<file path="src/rtl/sdram_cke_pkg.sv">
package sdram_cke_pkg;

  // Width of a counter that must reach the value n.
  function automatic int unsigned cnt_width(int unsigned n);
    return (n < 2) ? 1 : $clog2(n + 1);
  endfunction

  // Width of an index that selects one of n items.
  function automatic int unsigned idx_width(int unsigned n);
    return (n < 2) ? 1 : $clog2(n);
  endfunction

endpackage

</file>
<file path="src/rtl/cke_pop_decode.sv">
module cke_pop_decode #(
  parameter int unsigned NUM_ROWS = 4,
  parameter int unsigned BND_W    = 8
) (
  input  logic [NUM_ROWS*BND_W-1:0] bnd_i,
  output logic [NUM_ROWS-1:0]       pop_o
);

  // A row holds devices when its cumulative boundary moves past the row below it.
  for (genvar r = 0; r < NUM_ROWS; r++) begin : g_row
    if (r == 0) begin : g_first
      assign pop_o[r] = |bnd_i[BND_W-1:0];
    end else begin : g_rest
      assign pop_o[r] = bnd_i[r*BND_W +: BND_W] != bnd_i[(r-1)*BND_W +: BND_W];
    end
  end

endmodule

</file>
<file path="src/rtl/cke_row_slice.sv">
module cke_row_slice #(
  parameter int unsigned WAKE_CYC = 3,
  parameter int unsigned CNT_W    = 2
) (
  input  logic clk,
  input  logic rst_sn,
  input  logic pop_i,
  input  logic refresh_i,
  input  logic hit_i,
  output logic cke_o,
  output logic ready_o
);

  localparam logic [CNT_W-1:0] CNT_TOP = CNT_W'(WAKE_CYC);

  logic             cke_q, cke_n, cke_we;
  logic [CNT_W-1:0] cnt_q, cnt_n;
  logic             cnt_we;

  // Next state: refresh keeps only the head row; otherwise a hit wakes the row.
  always_comb begin
    if (refresh_i) begin
      cke_n = hit_i;
    end else begin
      cke_n = cke_q | hit_i;
    end
    cke_n  = cke_n & pop_i;
    cke_we = refresh_i | hit_i | ~pop_i;

    if (!cke_n) begin
      cnt_n = '0;
    end else if (!cke_q) begin
      cnt_n = '0;
    end else if (cnt_q != CNT_TOP) begin
      cnt_n = cnt_q + 1'b1;
    end else begin
      cnt_n = cnt_q;
    end
    cnt_we = (cnt_n != cnt_q);
  end

  always_ff @(posedge clk or negedge rst_sn) begin
    if (!rst_sn) begin
      cke_q <= 1'b0;
      cnt_q <= '0;
    end else begin
      if (cke_we) cke_q <= cke_n;
      if (cnt_we) cnt_q <= cnt_n;
    end
  end

  assign cke_o   = cke_q & pop_i;
  assign ready_o = cke_o & (cnt_q == CNT_TOP);

  assert_refresh_drop_R5: assert property (@(posedge clk) disable iff (!rst_sn)
    (refresh_i && !hit_i) |=> !cke_q);
  assert_refresh_keep_R5: assert property (@(posedge clk) disable iff (!rst_sn)
    (refresh_i && hit_i && pop_i) |=> cke_q);
  assert_wake_R7: assert property (@(posedge clk) disable iff (!rst_sn)
    (hit_i && pop_i) |=> cke_q);
  assert_ready_settled_R8: assert property (@(posedge clk) disable iff (!rst_sn)
    ready_o |-> (cke_q && $past(cke_q)));
  assert_cnt_bound_R8: assert property (@(posedge clk) disable iff (!rst_sn)
    cnt_q <= CNT_TOP);

endmodule

</file>
<file path="src/rtl/cke_clk_pair_gate.sv">
module cke_clk_pair_gate #(
  parameter int unsigned NUM_MODS     = 2,
  parameter int unsigned ROWS_PER_MOD = 2
) (
  input  logic                             clk,
  input  logic                             rst_sn,
  input  logic [NUM_MODS*ROWS_PER_MOD-1:0] pop_i,
  input  logic                             busy_i,
  output logic [NUM_MODS-1:0]              en_o
);

  logic [NUM_MODS-1:0] mod_pop, en_q, en_n;
  logic                en_we;

  for (genvar m = 0; m < NUM_MODS; m++) begin : g_mod
    assign mod_pop[m] = |pop_i[m*ROWS_PER_MOD +: ROWS_PER_MOD];
  end

  always_comb begin
    en_n  = mod_pop;
    en_we = ~busy_i;
  end

  always_ff @(posedge clk or negedge rst_sn) begin
    if (!rst_sn) begin
      en_q <= '0;
    end else if (en_we) begin
      en_q <= en_n;
    end
  end

  assign en_o = en_q;

  assert_hold_busy_R4: assert property (@(posedge clk) disable iff (!rst_sn)
    busy_i |=> $stable(en_o));

endmodule

</file>
<file path="src/rtl/sdram_cke_ctrl.sv">
module sdram_cke_ctrl
  import sdram_cke_pkg::*;
#(
  parameter int unsigned NUM_ROWS     = 4,
  parameter int unsigned ROWS_PER_MOD = 2,
  parameter int unsigned BND_W        = 8,
  parameter int unsigned WAKE_CYC     = 3
) (
  input  logic                                      clk,
  input  logic                                      rst_n,
  input  logic [NUM_ROWS*BND_W-1:0]                 row_bnd_i,
  input  logic                                      refresh_done_i,
  input  logic                                      head_valid_i,
  input  logic [idx_width(NUM_ROWS)-1:0]            head_row_i,
  input  logic                                      access_busy_i,
  output logic [NUM_ROWS-1:0]                       cke_o,
  output logic [NUM_ROWS/ROWS_PER_MOD-1:0]          clk_pair_en_o,
  output logic                                      head_ready_o
);

  localparam int unsigned NUM_MODS = NUM_ROWS / ROWS_PER_MOD;
  localparam int unsigned ROW_W    = idx_width(NUM_ROWS);
  localparam int unsigned CNT_W    = cnt_width(WAKE_CYC);

  // Reset synchronizer: assert at once, release on the clock.
  logic rst_s1_q, rst_sn;
  always_ff @(posedge clk or negedge rst_n) begin
    if (!rst_n) begin
      rst_s1_q <= 1'b0;
      rst_sn   <= 1'b0;
    end else begin
      rst_s1_q <= 1'b1;
      rst_sn   <= rst_s1_q;
    end
  end

  logic [NUM_ROWS-1:0] pop, hit, ready_vec;

  cke_pop_decode #(.NUM_ROWS(NUM_ROWS), .BND_W(BND_W)) u_pop (
    .bnd_i (row_bnd_i),
    .pop_o (pop)
  );

  for (genvar r = 0; r < NUM_ROWS; r++) begin : g_slice
    assign hit[r] = head_valid_i && (head_row_i == ROW_W'(r));
    cke_row_slice #(.WAKE_CYC(WAKE_CYC), .CNT_W(CNT_W)) u_row (
      .clk       (clk),
      .rst_sn    (rst_sn),
      .pop_i     (pop[r]),
      .refresh_i (refresh_done_i),
      .hit_i     (hit[r]),
      .cke_o     (cke_o[r]),
      .ready_o   (ready_vec[r])
    );
  end

  cke_clk_pair_gate #(.NUM_MODS(NUM_MODS), .ROWS_PER_MOD(ROWS_PER_MOD)) u_gate (
    .clk    (clk),
    .rst_sn (rst_sn),
    .pop_i  (pop),
    .busy_i (access_busy_i),
    .en_o   (clk_pair_en_o)
  );

  assign head_ready_o = head_valid_i & ready_vec[head_row_i];

  assert_unpop_low_R2: assert property (@(posedge clk)
    (cke_o & ~pop) == '0);
  assert_ready_only_head_R8: assert property (@(posedge clk) disable iff (!rst_sn)
    head_ready_o |-> cke_o[head_row_i]);
  assert_reset_quiet_R9: assert property (@(posedge clk)
    !rst_sn |-> (cke_o == '0 && clk_pair_en_o == '0 && !head_ready_o));

endmodule

</file>
<file path="config.mk">
export PLATFORM = sky130hd
export DESIGN_NAME = sdram_cke_ctrl
export DESIGN_NICKNAME = d
export VERILOG_FILES = /design/src/rtl/sdram_cke_pkg.sv /design/src/rtl/cke_pop_decode.sv /design/src/rtl/cke_row_slice.sv /design/src/rtl/cke_clk_pair_gate.sv /design/src/rtl/sdram_cke_ctrl.sv
export SDC_FILE = /design/constraint.sdc
export NUM_CORES = 1
export LEC_CHECK = 0
export BUFFER_PORTS_ARGS = -buffer_cell sky130_fd_sc_hd__buf_4
export CORE_ASPECT_RATIO = 0.9
export CORE_MARGIN = 3
export CORE_UTILIZATION = 46
export CTS_CLUSTER_DIAMETER = 40
export CTS_CLUSTER_SIZE = 30
export DETAILED_ROUTE_END_ITERATION = 12
export GPL_ROUTABILITY_DRIVEN = 0
export GPL_TIMING_DRIVEN = 0
export PLACE_DENSITY = 0.87
export SETUP_SLACK_MARGIN = 0.05
export SKIP_CTS_REPAIR_TIMING = 1
export SLEW_MARGIN = 20
export SYNTH_ARGS = -nofsm -noshare
export SYNTH_HDL_FRONTEND = slang
export SYNTH_SLANG_ARGS = --single-unit
</file>
<file path="constraint.sdc">
create_clock -name clk -period 2 [get_ports clk]
set_input_delay 0.4 -clock clk [delete_from_list [all_inputs] [get_ports clk]]
set_output_delay 0.4 -clock clk [all_outputs]
set_load 0.1 [all_outputs]
</file>
---- Word-level counts from Yosys, hierarchy flattened ----
Index checks and enable logic that the tools add are counted.
storage, ports and cells
  flip-flop bits (word level) ............. 16
  output and inout port bits .............. 7
  logic and storage cells ................. 89
  latch bits .............................. 0
  memories kept ........................... 0
  RAM bits ................................ 0
  bits of input ports ..................... 39
  ROM bits ................................ 0
operators by class
  bitwise logic cells ..................... 29
  divide/modulo/power cells ............... 0
  add/subtract/negate cells ............... 4
  reductions and logical operators ........ 8
  equality and inequality tests ........... 18
  shift-type cells ........................ 0
  $lt $le $gt $ge ......................... 1
  mux-type cells .......................... 18
  $mul .................................... 0
operators with widths
  kind                 count
  $mux 2               12
  $ne 8x8->1           3
  $and 1x1->1          13
  $eq 2x2->1 const B   6
  $or 1x1->1           12
  $reduce_or 9->1      1
  $add 2x1->2 const B  4
  $ne 2x2->1           4
  $ne 2x2->1 const B   4
  $reduce_or 8->1      1
  $mux 1               5
  $logic_and 1x1->1    4
  $not 1->1            4
  $lt 2x3->1 const B   1
  $bmux 1 s2           1
  $eq 2x1->1 const B   1
  $logic_not 2->1      1
  $reduce_or 2->1      1

---- Depth between registers and ports, before layout ----
Gate-level depths: netlist of the first run.
  word-level depth ........................ 7
  gate-level depth with buffers ........... 6
  gate-level depth less buffers ........... 5

---- By module ----
A second synthesis of the first run with hierarchy kept.
unflattened totals
  cells, all modules ...................... 111
  area total of the unflattened synthesis .. 996.0 µm²
by module, submodules not included
  module             cells an instance  area each (µm²)  times used
  cke_row_slice      14                 132.6            4
  cke_pop_decode     36                 275.3            1
  sdram_cke_ctrl     11                 115.1            1
  cke_clk_pair_gate  8                  75.1             1

---- Worst setup path before layout of the first run ----
Ideal clock, no wire load.
  kind .................................... input to output
  start ................................... input row_bnd_i[19]
  end ..................................... output head_ready_o
  setup slack ............................. -0.759 ns
  path buffers ............................ 0
  data arrival time ....................... 2.359 ns
  required time ........................... 1.600 ns
  stages .................................. 5
  path through ............................ xor2_1 > nor2_1 > and4_4 > o221a_1 > a311oi_2
between the ends
  longest elaborated chain between the ends .. 6
ends and longest elaborated chain
  what                            line                  text
  start, declared                 sdram_cke_ctrl.sv:11  input logic [NUM_ROWS*BND_W-1:0] row_bnd_i,
  $ne 8x8->1                      cke_pop_decode.sv:14  assign pop_o[r] = bnd_i[r*BND_W +: BND_W] != bnd_i[(r-1)*BND_W +: BND_W];
  $and 1x1->1                     cke_row_slice.sv:52   assign cke_o = cke_q & pop_i;
  $and 1x1->1                     cke_row_slice.sv:53   assign ready_o = cke_o & (cnt_q == CNT_TOP);
  $bmux 1 s2 *                    sdram_cke_ctrl.sv:65  assign head_ready_o = head_valid_i & ready_vec[head_row_i];
  $mux 1 (implied by the code) *  sdram_cke_ctrl.sv:65
  $and 1x1->1 *                   sdram_cke_ctrl.sv:65
  end, declared                   sdram_cke_ctrl.sv:18  output logic head_ready_o
Every way passes the cells marked *; elsewhere a longest branch is shown, timed or not. The select of a mux whose other input is x is not followed.

---- Final worst setup path of the first run ----
  start ................................... input row_bnd_i[17]
  end ..................................... output head_ready_o
The elaborated chain is that of the path after synthesis.

==> results of run 1 <==
## worst max path at each step
stage / to / start / slack (ps)
finish: head_ready_o / row_bnd_i[17] / -170
global placement: head_ready_o / row_bnd_i[21] / -160
floorplan: head_ready_o / row_bnd_i[19] / -360
detailed placement: head_ready_o / row_bnd_i[15] / -190
global route: head_ready_o / row_bnd_i[17] / -200
CTS: cke_o[1] / row_bnd_i[15] / -190
## Yosys cell counts (2+ instances only)
library cell / n
sky130_fd_sc_hd__nor4_1: 4
sky130_fd_sc_hd__xnor2_1: 8
sky130_fd_sc_hd__buf_4: 4
sky130_fd_sc_hd__nor2_1: 10
sky130_fd_sc_hd__xor2_1: 16
sky130_fd_sc_hd__a221oi_1: 3
sky130_fd_sc_hd__a211oi_1: 3
sky130_fd_sc_hd__nor3_1: 2
sky130_fd_sc_hd__a21oi_1: 4
sky130_fd_sc_hd__nand3_1: 3
sky130_fd_sc_hd__a21boi_0: 2
sky130_fd_sc_hd__nand2_1: 6
sky130_fd_sc_hd__nand4_1: 6
sky130_fd_sc_hd__nand2b_1: 4
sky130_fd_sc_hd__nand3b_1: 2
sky130_fd_sc_hd__inv_1: 10
sky130_fd_sc_hd__dfrtp_1: 16
## metal layers
layer / track usage [%] / wire length [um]
met1: 22.2 / 1350
met2: 39.1 / 1990
met3: 5.30 / 129
met4: 5.14 / 180
met5: 0 / 0
## sequential cells by signal, indices dropped and copies added (netlist names)
register / count
g_slice.u_row.cnt_q: 8
rst_s1_q: 1
g_slice.u_row.cke_q: 4
u_gate.en_o: 2
rst_sn: 1
## logic make-up (layout without fill, tap and decap cells)
logic type | Yosys count | after routing | share of synthesized area, %
other | 1 | 1 | 0.360
AO/OA/AOI/OAI | 17 | 17 | 13.8
buffers and inverters | 15 | 72 | 6.85
XOR/XNOR | 24 | 24 | 20.2
flip-flops | 16 | 16 | 38.5
AND/OR/NAND/NOR | 40 | 40 | 20.3
## power breakdown
part	internal (mW)	total [mW]	switching, mW
combinational	0.162	0.336	0.174
sequential	0.338	0.356	0.0183
clock	0.112	0.229	0.117
total	0.611	0.921	0.310
## cell type report
type,instances,area [sq um],area share [%]
tap,25,31.3,1.79
sequential,16,400,23.0
clock buffer,4,36.3,2.08
timing repair buffer,54,484,27.8
buffer,4,30.0,1.72
multi-input combinational,82,723,41.5
inverter,10,37.5,2.15
## per-stage QoR
stage	util [%]	area, sq um	worst slack, ps	power, mW
floorplan	-	1050	-360	0.502
global placement	70.1	1420	-165	0.602
detailed placement	70.1	1420	-187	0.612
CTS	71.9	1460	-193	0.828
global route	86.0	1740	-196	0.963
finish	86.0	1740	-172	0.921
==> run_summary.xml, run 1 <==
<?xml version="1.0" encoding="UTF-8"?>
<metrics>
  <group name="die">
    <metric name="die_outline_area" unit="sq um">2870</metric>
    <metric name="rows" unit="">15</metric>
    <metric name="num_io_pins" unit="">46</metric>
    <metric name="die_width" unit="um">56.1</metric>
    <metric name="initial_utilization" unit="%">51.4</metric>
    <metric name="floorplan_die_height" unit="um">51.1</metric>
    <metric name="placeableCoreArea" unit="sq um">2030</metric>
  </group>
  <group name="routing">
    <metric name="remaining_drc_errors" unit="">0</metric>
    <metric name="post_drt_via_cell_ratio" unit="">5.49</metric>
    <metric name="detail_route.wirelength" unit="um">3660</metric>
    <metric name="route.detailed.wl_per_inst" unit="um">18.7</metric>
    <metric name="drt-pass1-iter-count" unit="">4</metric>
    <metric name="drt_first_iter_violations" unit="">23</metric>
    <metric name="vias" unit="">1070</metric>
    <metric name="postRouteAntennaNets" unit="">0</metric>
  </group>
  <group name="worst_hold_path">
    <metric name="timing.hold.worst.class" unit="">reg2async</metric>
  </group>
  <group name="layout">
    <metric name="mostFrequentLayoutCell" unit="">sky130_fd_sc_hd__buf_4</metric>
    <metric name="filler_cell_count" unit="">106</metric>
    <metric name="antenna_cells" unit="">0</metric>
    <metric name="fin_cells" unit="">195</metric>
    <metric name="drive_gt1_share" unit="%">52.9</metric>
    <metric name="most-common-layout-cells" unit="">sky130_fd_sc_hd__buf_4, sky130_fd_sc_hd__dfrtp_1, sky130_fd_sc_hd__xor2_2</metric>
    <metric name="layout-area-overhead-vs-synth" unit="%">67.4</metric>
    <metric name="design.final.nets" unit="">210</metric>
  </group>
  <group name="synth">
    <metric name="synthesis.area_per_instance" unit="sq um">9.21</metric>
    <metric name="yosysUniqueCellTypes" unit="">27</metric>
    <metric name="synth-seq-cells" unit="">16</metric>
    <metric name="post_synth_inst_count" unit="">113</metric>
    <metric name="yosys.area.top_type_share" unit="%">38.5</metric>
    <metric name="synth_top_cell_by_area" unit="">sky130_fd_sc_hd__dfrtp_1</metric>
    <metric name="synth_top_cells_by_area" unit="">sky130_fd_sc_hd__dfrtp_1, sky130_fd_sc_hd__xor2_1, sky130_fd_sc_hd__xnor2_1</metric>
    <metric name="synth_top_flop_cell" unit="">sky130_fd_sc_hd__dfrtp_1</metric>
    <metric name="async_flop_share" unit="%">100</metric>
    <metric name="synth-edff-count" unit="">0</metric>
    <metric name="yosysSeqAreaShare" unit="%">38.5</metric>
    <metric name="post_synth_instance_area" unit="sq um">1040</metric>
    <metric name="synth_fp_nets" unit="">152</metric>
    <metric name="yosysWarningCount" unit="">0</metric>
  </group>
  <group name="timing">
    <metric name="fin_crit" unit="ps">2170</metric>
    <metric name="fin_worst_setup_slack" unit="ps">-172</metric>
    <metric name="report.final.hold_viol_count" unit="">0</metric>
    <metric name="max_clock_freq" unit="MHz">460</metric>
    <metric name="layout_worst_path_cycle_share" unit="%">109</metric>
    <metric name="fin_worst_skew" unit="ps">12.1</metric>
    <metric name="maxSlewViolCount" unit="">0</metric>
    <metric name="timing.setup.tns" unit="ps">-224</metric>
    <metric name="setup_repair_after_global_routing_missed_its_margin" unit="">true</metric>
    <metric name="timing.slew.headroom" unit="%">61.4</metric>
    <metric name="setup-violations-final" unit="">3</metric>
    <metric name="worst-slew-pin-transition" unit="ps">579</metric>
    <metric name="final.hold.worst_slack" unit="ps">228</metric>
  </group>
  <group name="status">
    <metric name="failed_checks" unit="">setup timing</metric>
    <metric name="run_status" unit="">finished with violations</metric>
  </group>
  <group name="cts">
    <metric name="clk_path_buf_depth" unit="">2</metric>
    <metric name="cts_made_buffers" unit="">3</metric>
    <metric name="cts_root_buffer" unit="">sky130_fd_sc_hd__clkbuf_4</metric>
    <metric name="tritoncts" unit="">done</metric>
    <metric name="clock-sinks" unit="">16</metric>
    <metric name="clk-insertion-delay-late" unit="ps">320</metric>
    <metric name="clk_pin_slew_worst_paths" unit="ps">100</metric>
    <metric name="cts-htree-levels" unit="">1</metric>
  </group>
  <group name="worst_setup_path">
    <metric name="critPathSlowestCell" unit="">sky130_fd_sc_hd__a311oi_4</metric>
    <metric name="reg2reg_to" unit="">g_slice[3].u_row.cnt_q[1]</metric>
    <metric name="path_buf_inv" unit="">2</metric>
    <metric name="critPathMaxStageDelay" unit="ps">300</metric>
    <metric name="endpoint_kind" unit="">output port</metric>
    <metric name="reg2regPathDepth" unit="">3</metric>
    <metric name="crit-reg2reg-launch" unit="">g_slice[3].u_row.cke_q</metric>
    <metric name="worst-r2r-setup-slack" unit="ps">1030</metric>
    <metric name="arrival" unit="ps">1770</metric>
    <metric name="critical_path.startpoint_type" unit="">primary input</metric>
    <metric name="crit_cells" unit="">7</metric>
    <metric name="critical_path_class" unit="">in2out</metric>
    <metric name="timing.critical_path.cells" unit="">buf_6 &gt; xor2_2 &gt; nor2_2 &gt; and4_4 &gt; o221a_4 &gt; a311oi_4 &gt; buf_12</metric>
    <metric name="critPathTopFamily" unit="">compound AO/OA/AOI/OAI gates</metric>
    <metric name="critPathRequiredTime" unit="ps">1600</metric>
    <metric name="timing.critical_path.fanout_max" unit="">2</metric>
  </group>
  <group name="grt">
    <metric name="first_global_vias" unit="">1019</metric>
    <metric name="number_of_antenna_violations_at_the_first_check_in_global_routing" unit="">0</metric>
    <metric name="largest_net_degree_at_the_start_of_global_routing" unit="">15</metric>
    <metric name="first_pass_grt_wire_length" unit="um">4530</metric>
    <metric name="grt_overflow" unit="">0</metric>
    <metric name="groute.usage.overall" unit="%">20.4</metric>
  </group>
  <group name="power_and_ir_drop">
    <metric name="ir_drop" unit="mV">0.605</metric>
    <metric name="power_density_over_the_cells" unit="nW/um^2">528</metric>
    <metric name="p_leak" unit="nW">0.783</metric>
  </group>
  <group name="place">
    <metric name="portBuffers" unit="">45</metric>
    <metric name="placedCellCount" unit="">183</metric>
    <metric name="hpwlAfterDp" unit="um">2350</metric>
  </group>
  <group name="job">
    <metric name="cap_viol_max_count" unit="">0</metric>
  </group>
</metrics>
Power figures use the tool's default switching activity.
==> run 2: changes to the inputs <==
CELL_PAD_IN_SITES_DETAIL_PLACEMENT = 1   (was unset)
CELL_PAD_IN_SITES_GLOBAL_PLACEMENT = 1   (was unset)
CORE_UTILIZATION = 33   (was 46)
==> run 2 against run 1 <==
Effect of this change: the flow still finishes with violations (setup timing); core utilization is 27 points lower; setup slack improved by 34 ps; power down 8.3%; design area decreased by 2.2%; routed wire length up 8.6%; clock power shrank 26%; clock skew down 7.3 ps; sequential share of layout area increased by 0.51 points; critical endpoint unchanged; largest cell class unchanged; largest power group unchanged.
==> run_summary.xml, run 2 (synthesis results as in run 1) <==
<?xml version="1.0" encoding="UTF-8"?>
<metrics>
  <group name="timing">
    <metric name="layout_worst_path_cycle_share" unit="%">107</metric>
    <metric name="final.hold.worst_slack" unit="ps">250</metric>
    <metric name="worst-slew-pin-transition" unit="ps">608</metric>
    <metric name="timing.slew.headroom" unit="%">59.5</metric>
    <metric name="report.final.hold_viol_count" unit="">0</metric>
    <metric name="max_clock_freq" unit="MHz">468</metric>
    <metric name="maxSlewViolCount" unit="">0</metric>
    <metric name="timing.setup.tns" unit="ps">-240</metric>
    <metric name="setup-violations-final" unit="">2</metric>
    <metric name="fin_worst_skew" unit="ps">4.81</metric>
    <metric name="fin_worst_setup_slack" unit="ps">-138</metric>
    <metric name="fin_crit" unit="ps">2140</metric>
    <metric name="setup_repair_after_global_routing_missed_its_margin" unit="">true</metric>
  </group>
  <group name="cts">
    <metric name="cts_made_buffers" unit="">3</metric>
    <metric name="clk_path_buf_depth" unit="">2</metric>
    <metric name="clock-sinks" unit="">16</metric>
    <metric name="tritoncts" unit="">done</metric>
    <metric name="clk_pin_slew_worst_paths" unit="ps">90</metric>
    <metric name="cts-htree-levels" unit="">1</metric>
    <metric name="clk-insertion-delay-late" unit="ps">290</metric>
    <metric name="cts_root_buffer" unit="">sky130_fd_sc_hd__clkbuf_4</metric>
  </group>
  <group name="layout">
    <metric name="mostFrequentLayoutCell" unit="">sky130_fd_sc_hd__buf_4</metric>
    <metric name="antenna_cells" unit="">0</metric>
    <metric name="drive_gt1_share" unit="%">50.0</metric>
    <metric name="most-common-layout-cells" unit="">sky130_fd_sc_hd__buf_4, sky130_fd_sc_hd__dfrtp_1, sky130_fd_sc_hd__xor2_2</metric>
    <metric name="finalCoreUtilization" unit="%">59.2</metric>
    <metric name="area_used_by_multi_input_combinational_logic" unit="sq um">708</metric>
    <metric name="area.sequential" unit="sq um">400</metric>
    <metric name="finished_cell_area" unit="sq um">1710</metric>
    <metric name="design.final.nets" unit="">209</metric>
    <metric name="layout-area-overhead-vs-synth" unit="%">63.8</metric>
    <metric name="largest-register" unit="">g_slice.u_row.cnt_q</metric>
    <metric name="filler_cell_count" unit="">351</metric>
    <metric name="fin_cells" unit="">208</metric>
    <metric name="largest_register_ffs" unit="">8</metric>
  </group>
  <group name="worst_setup_path">
    <metric name="endpoint_kind" unit="">output port</metric>
    <metric name="crit-reg2reg-launch" unit="">g_slice[1].u_row.cke_q</metric>
    <metric name="worstSetupStartpoint" unit="">row_bnd_i[0]</metric>
    <metric name="critical_path_class" unit="">in2out</metric>
    <metric name="arrival" unit="ps">1740</metric>
    <metric name="critical_path.startpoint_type" unit="">primary input</metric>
    <metric name="worst-r2r-setup-slack" unit="ps">1140</metric>
    <metric name="timing.critical_path.fanout_max" unit="">4</metric>
    <metric name="critPathRequiredTime" unit="ps">1600</metric>
  </group>
  <group name="place">
    <metric name="portBuffers" unit="">45</metric>
    <metric name="placed_cell_area" unit="sq um">1440</metric>
    <metric name="hpwlAfterDp" unit="um">2670</metric>
    <metric name="placedCellCount" unit="">198</metric>
    <metric name="dpl_worst_slack" unit="ps">-249</metric>
  </group>
  <group name="routing">
    <metric name="route.detailed.wl_per_inst" unit="um">19.1</metric>
    <metric name="post_drt_via_cell_ratio" unit="">5.08</metric>
    <metric name="remaining_drc_errors" unit="">0</metric>
    <metric name="detail_route.wirelength" unit="um">3970</metric>
    <metric name="drt-pass1-iter-count" unit="">4</metric>
    <metric name="drt_first_iter_violations" unit="">29</metric>
    <metric name="vias" unit="">1056</metric>
    <metric name="postRouteAntennaNets" unit="">0</metric>
  </group>
  <group name="die">
    <metric name="initial_utilization" unit="%">36.1</metric>
    <metric name="num_io_pins" unit="">46</metric>
    <metric name="die_outline_area" unit="sq um">3870</metric>
    <metric name="floorplan_die_height" unit="um">59.3</metric>
    <metric name="placeableCoreArea" unit="sq um">2880</metric>
    <metric name="rows" unit="">18</metric>
    <metric name="die_width" unit="um">65.2</metric>
  </group>
  <group name="grt">
    <metric name="largest_net_degree_at_the_start_of_global_routing" unit="">15</metric>
    <metric name="first_pass_grt_wire_length" unit="um">5120</metric>
    <metric name="number_of_antenna_violations_at_the_first_check_in_global_routing" unit="">0</metric>
    <metric name="groute.usage.overall" unit="%">17.7</metric>
    <metric name="grt_overflow" unit="">0</metric>
    <metric name="first_global_vias" unit="">1073</metric>
  </group>
  <group name="power_and_ir_drop">
    <metric name="power_density_over_the_cells" unit="nW/um^2">495</metric>
    <metric name="ir_drop" unit="mV">0.413</metric>
    <metric name="p_leak" unit="nW">0.757</metric>
    <metric name="pwr_total" unit="mW">0.844</metric>
  </group>
  <group name="status">
    <metric name="failed_checks" unit="">setup timing</metric>
    <metric name="run_status" unit="">finished with violations</metric>
  </group>
  <group name="worst_hold_path">
    <metric name="timing.hold.worst.class" unit="">reg2async</metric>
  </group>
  <group name="job">
    <metric name="cap_viol_max_count" unit="">0</metric>
  </group>
</metrics>
## run 2: cell count changes in the layout (fill, tap and decap cells not counted)
| cell | previous run | this run |
|---|---|---|
| sky130_fd_sc_hd__buf_6 | 8 | 4 |
| sky130_fd_sc_hd__buf_4 | 44 | 47 |
| sky130_fd_sc_hd__nor2_1 | 6 | 8 |
| sky130_fd_sc_hd__nor2_2 | 4 | 2 |
| sky130_fd_sc_hd__buf_12 | 4 | 3 |
| sky130_fd_sc_hd__buf_8 | 0 | 1 |
| sky130_fd_sc_hd__clkbuf_8 | 1 | 0 |
| sky130_fd_sc_hd__nand2_1 | 4 | 5 |
| sky130_fd_sc_hd__nand2_2 | 2 | 1 |
| sky130_fd_sc_hd__xnor2_1 | 5 | 6 |
| sky130_fd_sc_hd__xnor2_2 | 3 | 2 |
## run 2: path summary, 6_finish.rpt
kind | endpoint | cells past startpoint
max in group asynchronous | g_slice[1].u_row.cke_q | 0
min in group clk | u_gate.en_o[1] | 2
min | u_gate.en_o[0] | 0
max | head_ready_o | 7
max reg2reg | g_slice[1].u_row.cke_q | 2
min reg2reg | u_gate.en_o[0] | 0
## run 2: layout make-up
class,count,share of cell area [%]
inverter,10,2.20
multi-input combinational,82,41.5
sequential,16,23.5
tap,40,2.93
timing repair buffer,53,26.8
clock buffer,3,1.32
buffer,4,1.76
## run 2: critical path, cell delays in order
cell and delay (ps):
sky130_fd_sc_hd__buf_8 100, sky130_fd_sc_hd__xor2_2 180, sky130_fd_sc_hd__nor4_2 350, sky130_fd_sc_hd__nand2_1 200, sky130_fd_sc_hd__nand4_1 190, sky130_fd_sc_hd__a311oi_4 130, sky130_fd_sc_hd__buf_12 190
## run 2: metal layers
| metal | global-route usage [%] | vias to the layer above | part of all wire [%] |
|---|---|---|---|
| li1 | - | 492 | - |
| met5 | 0 | - | 0 |
| met3 | 4.17 | 8 | 2.7 |
| met4 | 2.66 | 0 | 2.5 |
| met2 | 34.8 | 21 | 57 |
| met1 | 19.7 | 535 | 38 |
## run 2: report_power, final
part | total, mW | switching, mW | internal, mW
sequential | 0.358 | 0.0198 | 0.338
clock | 0.170 | 0.0999 | 0.0700
combinational | 0.317 | 0.170 | 0.147
